<file path="config.mk">
export PLATFORM = sky130hd
export DESIGN_NAME = risc_alu
export DESIGN_NICKNAME = d
export VERILOG_FILES = /design/src/rtl/risc_alu_pkg.sv /design/src/rtl/risc_alu_opnd.sv /design/src/rtl/risc_alu_shift.sv /design/src/rtl/risc_alu_cmp.sv /design/src/rtl/risc_alu.sv
export SDC_FILE = /design/constraint.sdc
export NUM_CORES = 1
export LEC_CHECK = 0
export CORE_UTILIZATION = 33
export DETAILED_ROUTE_END_ITERATION = 6
export PLACE_DENSITY = 0.5
export SLEW_MARGIN = 20
export SYNTH_ARGS = -nofsm -noshare
export SYNTH_HDL_FRONTEND = slang
export SYNTH_HIERARCHICAL = 1
export SYNTH_SLANG_ARGS = --single-unit
</file>
<file path="constraint.sdc">
create_clock -name clk -period 17.5 [get_ports clk]
set_input_delay 3.5 -clock clk [delete_from_list [all_inputs] [get_ports clk]]
set_output_delay 3.5 -clock clk [all_outputs]
set_load 0.02 [all_outputs]
</file>
<file path="src/rtl/risc_alu_pkg.sv">
// Shared definitions for the integer ALU: operation codes and widths.
// Assumes a 4-bit operation code. Codes above OP_LUI are unused.
package risc_alu_pkg;
    localparam int OP_W = 4;

    localparam logic [OP_W-1:0] OP_ADD  = 4'h0;
    localparam logic [OP_W-1:0] OP_SUB  = 4'h1;
    localparam logic [OP_W-1:0] OP_AND  = 4'h2;
    localparam logic [OP_W-1:0] OP_OR   = 4'h3;
    localparam logic [OP_W-1:0] OP_NOR  = 4'h4;
    localparam logic [OP_W-1:0] OP_SLT  = 4'h5;
    localparam logic [OP_W-1:0] OP_SLTU = 4'h6;
    localparam logic [OP_W-1:0] OP_SLL  = 4'h7;
    localparam logic [OP_W-1:0] OP_SRL  = 4'h8;
    localparam logic [OP_W-1:0] OP_SRA  = 4'h9;
    localparam logic [OP_W-1:0] OP_LUI  = 4'hA;

    // True for operations whose immediate is sign-extended.
    function automatic logic imm_is_signed(input logic [OP_W-1:0] op);
        return (op == OP_ADD) || (op == OP_SUB) || (op == OP_SLT) || (op == OP_SLTU);
    endfunction
endpackage

</file>
<file path="src/rtl/risc_alu_opnd.sv">
// Second-operand select: register B or the extended immediate.
// Sign extension for arithmetic and compare codes, zero extension otherwise.
// Assumes DATA_W > IMM_W.
module risc_alu_opnd
    import risc_alu_pkg::*;
#(
    parameter int DATA_W = 32,
    parameter int IMM_W  = 16
) (
    input  logic [OP_W-1:0]   op_i,
    input  logic [DATA_W-1:0] b_i,
    input  logic [IMM_W-1:0]  imm_i,
    input  logic              imm_sel_i,
    output logic [DATA_W-1:0] opnd_o
);
    localparam int EXT_W = DATA_W - IMM_W;

    logic [DATA_W-1:0] imm_ext;

    // Extend the immediate with its sign bit or with zeros.
    always_comb begin
        if (imm_is_signed(op_i))
            imm_ext = {{EXT_W{imm_i[IMM_W-1]}}, imm_i};
        else
            imm_ext = {{EXT_W{1'b0}}, imm_i};
    end

    // Pick the second operand.
    assign opnd_o = imm_sel_i ? imm_ext : b_i;
endmodule

</file>
<file path="src/rtl/risc_alu_shift.sv">
// Logarithmic barrel shifter. Left shifts reuse the right-shift stages on a
// bit-reversed word. Arithmetic fill applies only to right shifts.
// Assumes SH_W = clog2(W) with W a power of two.
module risc_alu_shift #(
    parameter int W    = 32,
    parameter int SH_W = $clog2(W)
) (
    input  logic [W-1:0]    val_i,
    input  logic [SH_W-1:0] amt_i,
    input  logic            left_i,
    input  logic            arith_i,
    output logic [W-1:0]    res_o
);
    logic [W-1:0] stg [0:SH_W];
    logic [W-1:0] pre;
    logic         fill;

    // Fill bit for vacated positions.
    assign fill = arith_i & ~left_i & val_i[W-1];

    for (genvar i = 0; i < W; i++) begin : g_rev_in
        // Reverse the input for left shifts.
        assign pre[i] = left_i ? val_i[W-1-i] : val_i[i];
    end

    assign stg[0] = pre;

    for (genvar s = 0; s < SH_W; s++) begin : g_stage
        localparam int DIST = 1 << s;
        // Shift right by 2^s when the matching distance bit is set.
        assign stg[s+1] = amt_i[s] ? {{DIST{fill}}, stg[s][W-1:DIST]} : stg[s];
    end

    for (genvar i = 0; i < W; i++) begin : g_rev_out
        // Undo the reversal for left shifts.
        assign res_o[i] = left_i ? stg[SH_W][W-1-i] : stg[SH_W][i];
    end
endmodule

</file>
<file path="src/rtl/risc_alu_cmp.sv">
// Less-than comparator giving signed and unsigned results from one
// subtractor borrow. Assumes W >= 2.
module risc_alu_cmp #(
    parameter int W = 32
) (
    input  logic [W-1:0] a_i,
    input  logic [W-1:0] b_i,
    output logic         lt_s_o,
    output logic         lt_u_o
);
    logic [W:0] diff;

    // Widened subtraction. The top bit is the unsigned borrow.
    assign diff   = {1'b0, a_i} - {1'b0, b_i};
    assign lt_u_o = diff[W];
    // On differing signs the negative operand is smaller.
    assign lt_s_o = (a_i[W-1] ^ b_i[W-1]) ? a_i[W-1] : lt_u_o;
endmodule

</file>
<file path="src/rtl/risc_alu.sv">
// Registered integer ALU: add, subtract, bitwise logic, signed and unsigned
// less-than, three shifts and upper-constant load, with an all-zero flag.
// One cycle of latency. Synchronous active-low reset. Unused codes give 0.
module risc_alu
    import risc_alu_pkg::*;
#(
    parameter int DATA_W  = 32,
    parameter int IMM_W   = 16,
    parameter int SHAMT_W = $clog2(DATA_W)
) (
    input  logic               clk,
    input  logic               rst_n,
    input  logic [OP_W-1:0]    op_i,
    input  logic [DATA_W-1:0]  a_i,
    input  logic [DATA_W-1:0]  b_i,
    input  logic [IMM_W-1:0]   imm_i,
    input  logic               imm_sel_i,
    input  logic [SHAMT_W-1:0] shamt_i,
    output logic [DATA_W-1:0]  result_o,
    output logic               zero_o
);
    localparam int LOW_W = DATA_W - IMM_W;

    logic [DATA_W-1:0] opnd_b;
    logic [DATA_W-1:0] sh_res;
    logic              lt_s, lt_u;
    logic              sh_left, sh_arith;
    logic [DATA_W-1:0] res_d;

    risc_alu_opnd #(.DATA_W(DATA_W), .IMM_W(IMM_W)) u_opnd (
        .op_i      (op_i),
        .b_i       (b_i),
        .imm_i     (imm_i),
        .imm_sel_i (imm_sel_i),
        .opnd_o    (opnd_b)
    );

    risc_alu_cmp #(.W(DATA_W)) u_cmp (
        .a_i    (a_i),
        .b_i    (opnd_b),
        .lt_s_o (lt_s),
        .lt_u_o (lt_u)
    );

    // Shift direction and fill mode from the operation code.
    assign sh_left  = (op_i == OP_SLL);
    assign sh_arith = (op_i == OP_SRA);

    risc_alu_shift #(.W(DATA_W), .SH_W(SHAMT_W)) u_shift (
        .val_i   (a_i),
        .amt_i   (shamt_i),
        .left_i  (sh_left),
        .arith_i (sh_arith),
        .res_o   (sh_res)
    );

    // Select the result for the current code.
    always_comb begin
        case (op_i)
            OP_ADD:  res_d = a_i + opnd_b;
            OP_SUB:  res_d = a_i - opnd_b;
            OP_AND:  res_d = a_i & opnd_b;
            OP_OR:   res_d = a_i | opnd_b;
            OP_NOR:  res_d = ~(a_i | opnd_b);
            OP_SLT:  res_d = {{(DATA_W-1){1'b0}}, lt_s};
            OP_SLTU: res_d = {{(DATA_W-1){1'b0}}, lt_u};
            OP_SLL,
            OP_SRL,
            OP_SRA:  res_d = sh_res;
            OP_LUI:  res_d = {imm_i, {LOW_W{1'b0}}};
            default: res_d = '0;
        endcase
    end

    // Output register with synchronous reset.
    always_ff @(posedge clk) begin
        if (!rst_n) begin
            result_o <= '0;
            zero_o   <= 1'b1;
        end else begin
            result_o <= res_d;
            zero_o   <= (res_d == '0);
        end
    end

    // Marks that the previous edge loaded real inputs.
    logic past_ok;
    always_ff @(posedge clk) begin
        past_ok <= rst_n;
    end


    reset_clear_chk: assert property (@(posedge clk) !rst_n |=> (result_o == '0 && zero_o));


    zero_flag_chk: assert property (@(posedge clk) disable iff (!rst_n)
        past_ok |-> (zero_o == (result_o == '0)));


    cmp_bool_chk: assert property (@(posedge clk) disable iff (!rst_n)
        (past_ok && ($past(op_i) == OP_SLT || $past(op_i) == OP_SLTU))
        |-> (result_o[DATA_W-1:1] == '0));


    lui_low_chk: assert property (@(posedge clk) disable iff (!rst_n)
        (past_ok && $past(op_i) == OP_LUI)
        |-> (result_o[LOW_W-1:0] == '0 && result_o[DATA_W-1:LOW_W] == $past(imm_i)));


    sra_sign_chk: assert property (@(posedge clk) disable iff (!rst_n)
        (past_ok && $past(op_i) == OP_SRA && $past(a_i[DATA_W-1]))
        |-> result_o[DATA_W-1]);


    unused_zero_chk: assert property (@(posedge clk) disable iff (!rst_n)
        (past_ok && $past(op_i) > OP_LUI) |-> (result_o == '0));
endmodule

</file>
## Word-level counts from Yosys, hierarchy flattened

Index checks and enable logic that the tools add are counted.

- $add $sub $neg: 3
- Equality and inequality tests: 10
- Mux-type cells: 73
- Bitwise operators: 7
- Reductions and logical operators: 6

Operators by type and width:

| kind | count |
|---|---|
| $pmux W32 S9 | 1 |
| $mux W32 | 7 |
| $mux W1 | 65 |
| $sub A32 B32 Y33 | 1 |
| $add A32 B32 Y32 | 1 |
| $and A32 B32 Y32 | 1 |
| $logic_not A32 Y1 | 1 |
| $not A32 Y32 | 1 |
| $or A32 B32 Y32 | 1 |
| $sub A32 B32 Y32 | 1 |
| $eq A4 B3 Y1 const B | 4 |
| $eq A4 B4 Y1 const B | 3 |
| $eq A4 B2 Y1 const B | 2 |
| $eq A4 B1 Y1 const B | 1 |
| $logic_not A4 Y1 | 1 |
| $logic_or A1 B1 Y1 | 3 |
| $reduce_or A3 Y1 | 1 |
| $and A1 B1 Y1 | 2 |
| $not A1 Y1 | 1 |
| $xor A1 B1 Y1 | 1 |

- Flip-flop bits (word level): 33
- Input port bits: 92
- Output and inout port bits: 33
- Word-level logic and storage cells: 101

## Depth between registers and ports, before layout

- Depth after elaboration: 12
- Depth in mapped cells: 24
- Gate-level depth less buffers: 23

## Hierarchy

Netlist, hierarchy kept.

Modules (own cells, without submodules):

| module | times used | cells an instance | area an instance (um^2) | seq. area each (um^2) |
|---|---|---|---|---|
| risc_alu | 1 | 675 | 4968.5 | 660.6 |
| risc_alu_shift | 1 | 482 | 3723.6 | 0.0 |
| risc_alu_cmp | 1 | 115 | 808.3 | 0.0 |
| risc_alu_opnd | 1 | 57 | 509.2 | 0.0 |

## Worst setup path after synthesis

OpenSTA, ideal clock, no wires.

- Path type: input-to-reg
- Start: input imm_sel_i
- End: register zero_o
- Library setup time: 0.096 ns
- Data arrival time: 8.467 ns
- Data required time: 17.404 ns
- Slack: 8.937 ns
- Cell stages on the path: 23
- Path buffers: 2
- Cell sequence: buf_4 -> buf_6 -> mux2_1 -> or3_1 -> or2_2 -> or4b_1 -> or2_2 -> nor3_1 -> inv_1 -> nor3_1 -> nor2_1 -> xnor2_1 -> ha_1 -> nand4_1 -> nor3_1 -> nand2_1 -> o221ai_1 -> nor4_1 -> nor4b_1 -> o2111a_1 -> and4_1 -> nand4_1 -> o41ai_2

- Cells in the longest elaborated chain, start to end: 5
- Elaborated cells on any way between the ends: 11
- Those cells by class: add/sub (3); mux (3); bitwise (4); reduce/logical (1)

Ends and longest elaborated chain:

| element | RTL line | text |
|---|---|---|
| start: declaration | risc_alu.sv:17 | `input logic imm_sel_i,` |
| $mux W32 * | risc_alu_opnd.sv:29 | `assign opnd_o = imm_sel_i ? imm_ext : b_i;` |
| named net opnd_b[5] | risc_alu.sv:24 | `logic [DATA_W-1:0] opnd_b;` |
| $sub A32 B32 Y33 / $or A32 B32 Y32 (equally long branches) | risc_alu_cmp.sv:14, risc_alu.sv:63, risc_alu.sv:64 |  |
| $mux W1 / $not A32 Y32 (equally long branches) | risc_alu_cmp.sv:17, risc_alu.sv:64 |  |
| $pmux W32 S9 * | risc_alu.sv:59 | `case (op_i)` |
| $logic_not A32 Y1 * | risc_alu.sv:82 | `zero_o <= (res_d == '0);` |
| end signal: assignment | risc_alu.sv:82 |  |
| end: declaration | risc_alu.sv:20 | `output logic zero_o` |

The timed path passes the listed nets; every way through them passes the cells marked *.
A chain may end at the register's enable or synchronous reset.

## Final worst setup path

Ends and elaborated chain as after synthesis.

==> impl_metrics.json <==
{
  "die_x_um": 176,
  "grt_pass1_vias": 10800,
  "async_flop_share_pct": 0,
  "synth_most_common_cell": "nand2_1",
  "synthCells": 1329,
  "worstSetupPathType": "primary input to flop",
  "fin_nets": 1535,
  "synth_nets": 1487,
  "synth_cell_type_count": 102,
  "critical_path.max_fanout": 33,
  "synthAdderAreaFrac_pct": 8.63,
  "dieArea_um2": 31000,
  "netlist_area_um2": 10000,
  "synth_top_area_share_pct": 8.12,
  "portBuffers": 124,
  "gr-total-overflow": 0,
  "whs_ns": 3.95,
  "dp_slack_ns": 7.78,
  "final_area_um2": 11500,
  "grt_pass1_wl_um": 68800,
  "status": "finished with violations",
  "postRouteAntennaNets": 0,
  "synth_top_family_by_area": "compound AO/OA/AOI/OAI gates",
  "min_period_over_period_pct": 54.5,
  "period_needed_ns": 9.53,
  "timing.final.ws_setup_ns": 7.97,
  "final-setup-viol-count": 0,
  "syn_avg_cell_area_um2": 7.53,
  "first_iter_violations": 1417,
  "maxSlewViolCount": 0,
  "worstPathArrival_ns": 9.71,
  "power_leakage_nw": 4.44,
  "ys_ff_latch": 33,
  "vias": 11500,
  "required_ns": 17.68,
  "clockBufferDepth": 2,
  "rsz0062_at_grt": "false",
  "drive_gt1_share_pct": 8.56,
  "core_um2": 29700,
  "max_cap_violations": 0,
  "yosysTopAreaCell": "ha_1",
  "synth_simple_gate_area_share_pct": 22.7,
  "tightest_slew_ns": 0.959,
  "violations": "design-rule violations",
  "ios": 125,
  "grt_max_degree": 60,
  "cp-start-kind": "primary input",
  "cts_setup_buffers": 0,
  "start_util_pct": 33.7,
  "placed_area_um2": 11300,
  "crit_path_end_kind": "flop",
  "antenna_found_initial": 0,
  "ys_warn_count": 6,
  "drc": 1,
  "ctsHoldBuffers": 0,
  "cts_resized": 0,
  "timing_hold_violations_final": 0,
  "synthMuxAreaShare_pct": 18.0,
  "area_growth_pct": 14.9,
  "slew_headroom_pct": 36.0,
  "setup_tns_ns": 0,
  "peakVddDrop_mv": 0.0343,
  "synth_xor_area_share_pct": 4.56,
  "h-tree-depth": 2,
  "synth_compound_area_share_pct": 31.6,
  "routed_wl_um": 46300,
  "root_buffer": "clkbuf_16",
  "fmax_mhz": 105,
  "globalplace.congestion": 0.976,
  "dominantRegCellSynth": "dfxtp_1",
  "ys_seq_area_share_pct": 6.60,
  "numCtsBuffers": 5,
  "num_antenna_cells": 0,
  "cts_tree": "built",
  "min_path_type": "primary input to flop",
  "fin_util_pct": 38.7,
  "synth_enable_flop_cells": 0,
  "synth_common_cells": "104 x nand2_1, 95 x a21oi_1, 89 x nor2_1, 73 x mux2i_1, 72 x o21ai_0",
  "wl_per_cell_um": 26.2,
  "vias_per_cell": 6.50,
  "die_h_um": 176,
  "hpwl_um": 35500,
  "first_pass_iters": 7,
  "num_rows": 63,
  "netlist_top_cells_area": "ha_1 8.1%, mux2i_1 7.3%, dfxtp_1 6.6%",
  "path_clk_slew_ns": 0.05,
  "clock-sinks": 33,
  "power.density_nw_per_um2": 50.4,
  "grt_usage_pct": 29.2
}
area by class of cell:
class,instances,area (um^2)
Timing Repair Buffer,143,1370
Clock inverter,1,30.0
Tap cell,390,488
Clock buffer,7,143
Inverter,65,244
Fill cell,3143,18200
Sequential cell,33,661
Multi-Input combinational cell,1129,8570
cells by family (layout without fill, tap and decap cells):
family,Yosys count,in the layout
compound gates,443,443
simple gates,431,431
buf+inv,167,216
mux,136,136
fa+ha+maj,69,69
xor+xnor,50,50
flops,33,33
cells in the final DEF, fill, tap and decap left out, drive strengths merged, types with 15 or more instances in the layout:
cell / instances
clkdlybuf4s50: 120
nand2: 104
a21oi: 95
nor2: 89
o21ai: 75
mux2i: 73
ha: 65
inv: 64
nor3: 38
o22ai: 35
dfxtp: 33
mux2: 32
xor2: 31
mux4: 31
nor2b: 30
and2: 27
nand4: 24
buf: 23
o2111ai: 21
nand3: 20
xnor2: 19
or3: 17
nand2b: 17
a211oi: 16
o31ai: 16
a221oi: 15
path summary, 6_finish.rpt:
kind | start | end | slack (ns) | depth (start not counted)
worst min-delay path | rst_n | zero_o | 3.95 | 3
worst max-delay path | imm_sel_i | zero_o | 7.97 | 22
worst max-delay path, cell delays in order:
cell	delay [ns]
buf_2	0.65
mux2_1	0.47
or3_1	0.41
or2_2	0.34
or4b_1	0.55
or2_2	0.35
nor3_1	0.34
inv_1	0.12
nor3_1	0.27
a21oi_1	0.14
xnor2_1	0.15
ha_1	0.43
inv_1	0.08
nor3_1	0.24
nand2_1	0.08
o221ai_1	0.21
nor4_1	0.11
nor4b_1	0.39
o2111a_1	0.24
and4_1	0.20
nand4_1	0.14
o41ai_2	0.28
state kept, by name, summed over array words and instances, names as in the netlist:
name      count
zero_o        1
result_o     32
where the power goes:
part	switching (mW)	total, mW	internal, mW
combinational	0.243	0.394	0.151
clock	0.0312	0.102	0.0710
sequential	0.00164	0.0831	0.0814
layer usage:
metal | GRT usage [%] | wire length [um] | vias up
li1 | - | - | 5241
met3 | 5.60 | 4270 | 74
met5 | 0 | 0 | -
met2 | 45.2 | 20400 | 621
met4 | 8.04 | 1320 | 0
met1 | 40.8 | 20300 | 5558
per-stage QoR:
step	power [mW]	cells
after global routing	0.615	1768
after floorplan	0.336	1329
after CTS	0.574	1768
after global placement	0.470	1760
final	0.579	1768
after detailed placement	0.469	1760
Note: power is estimated with default switching activity, not from simulation.
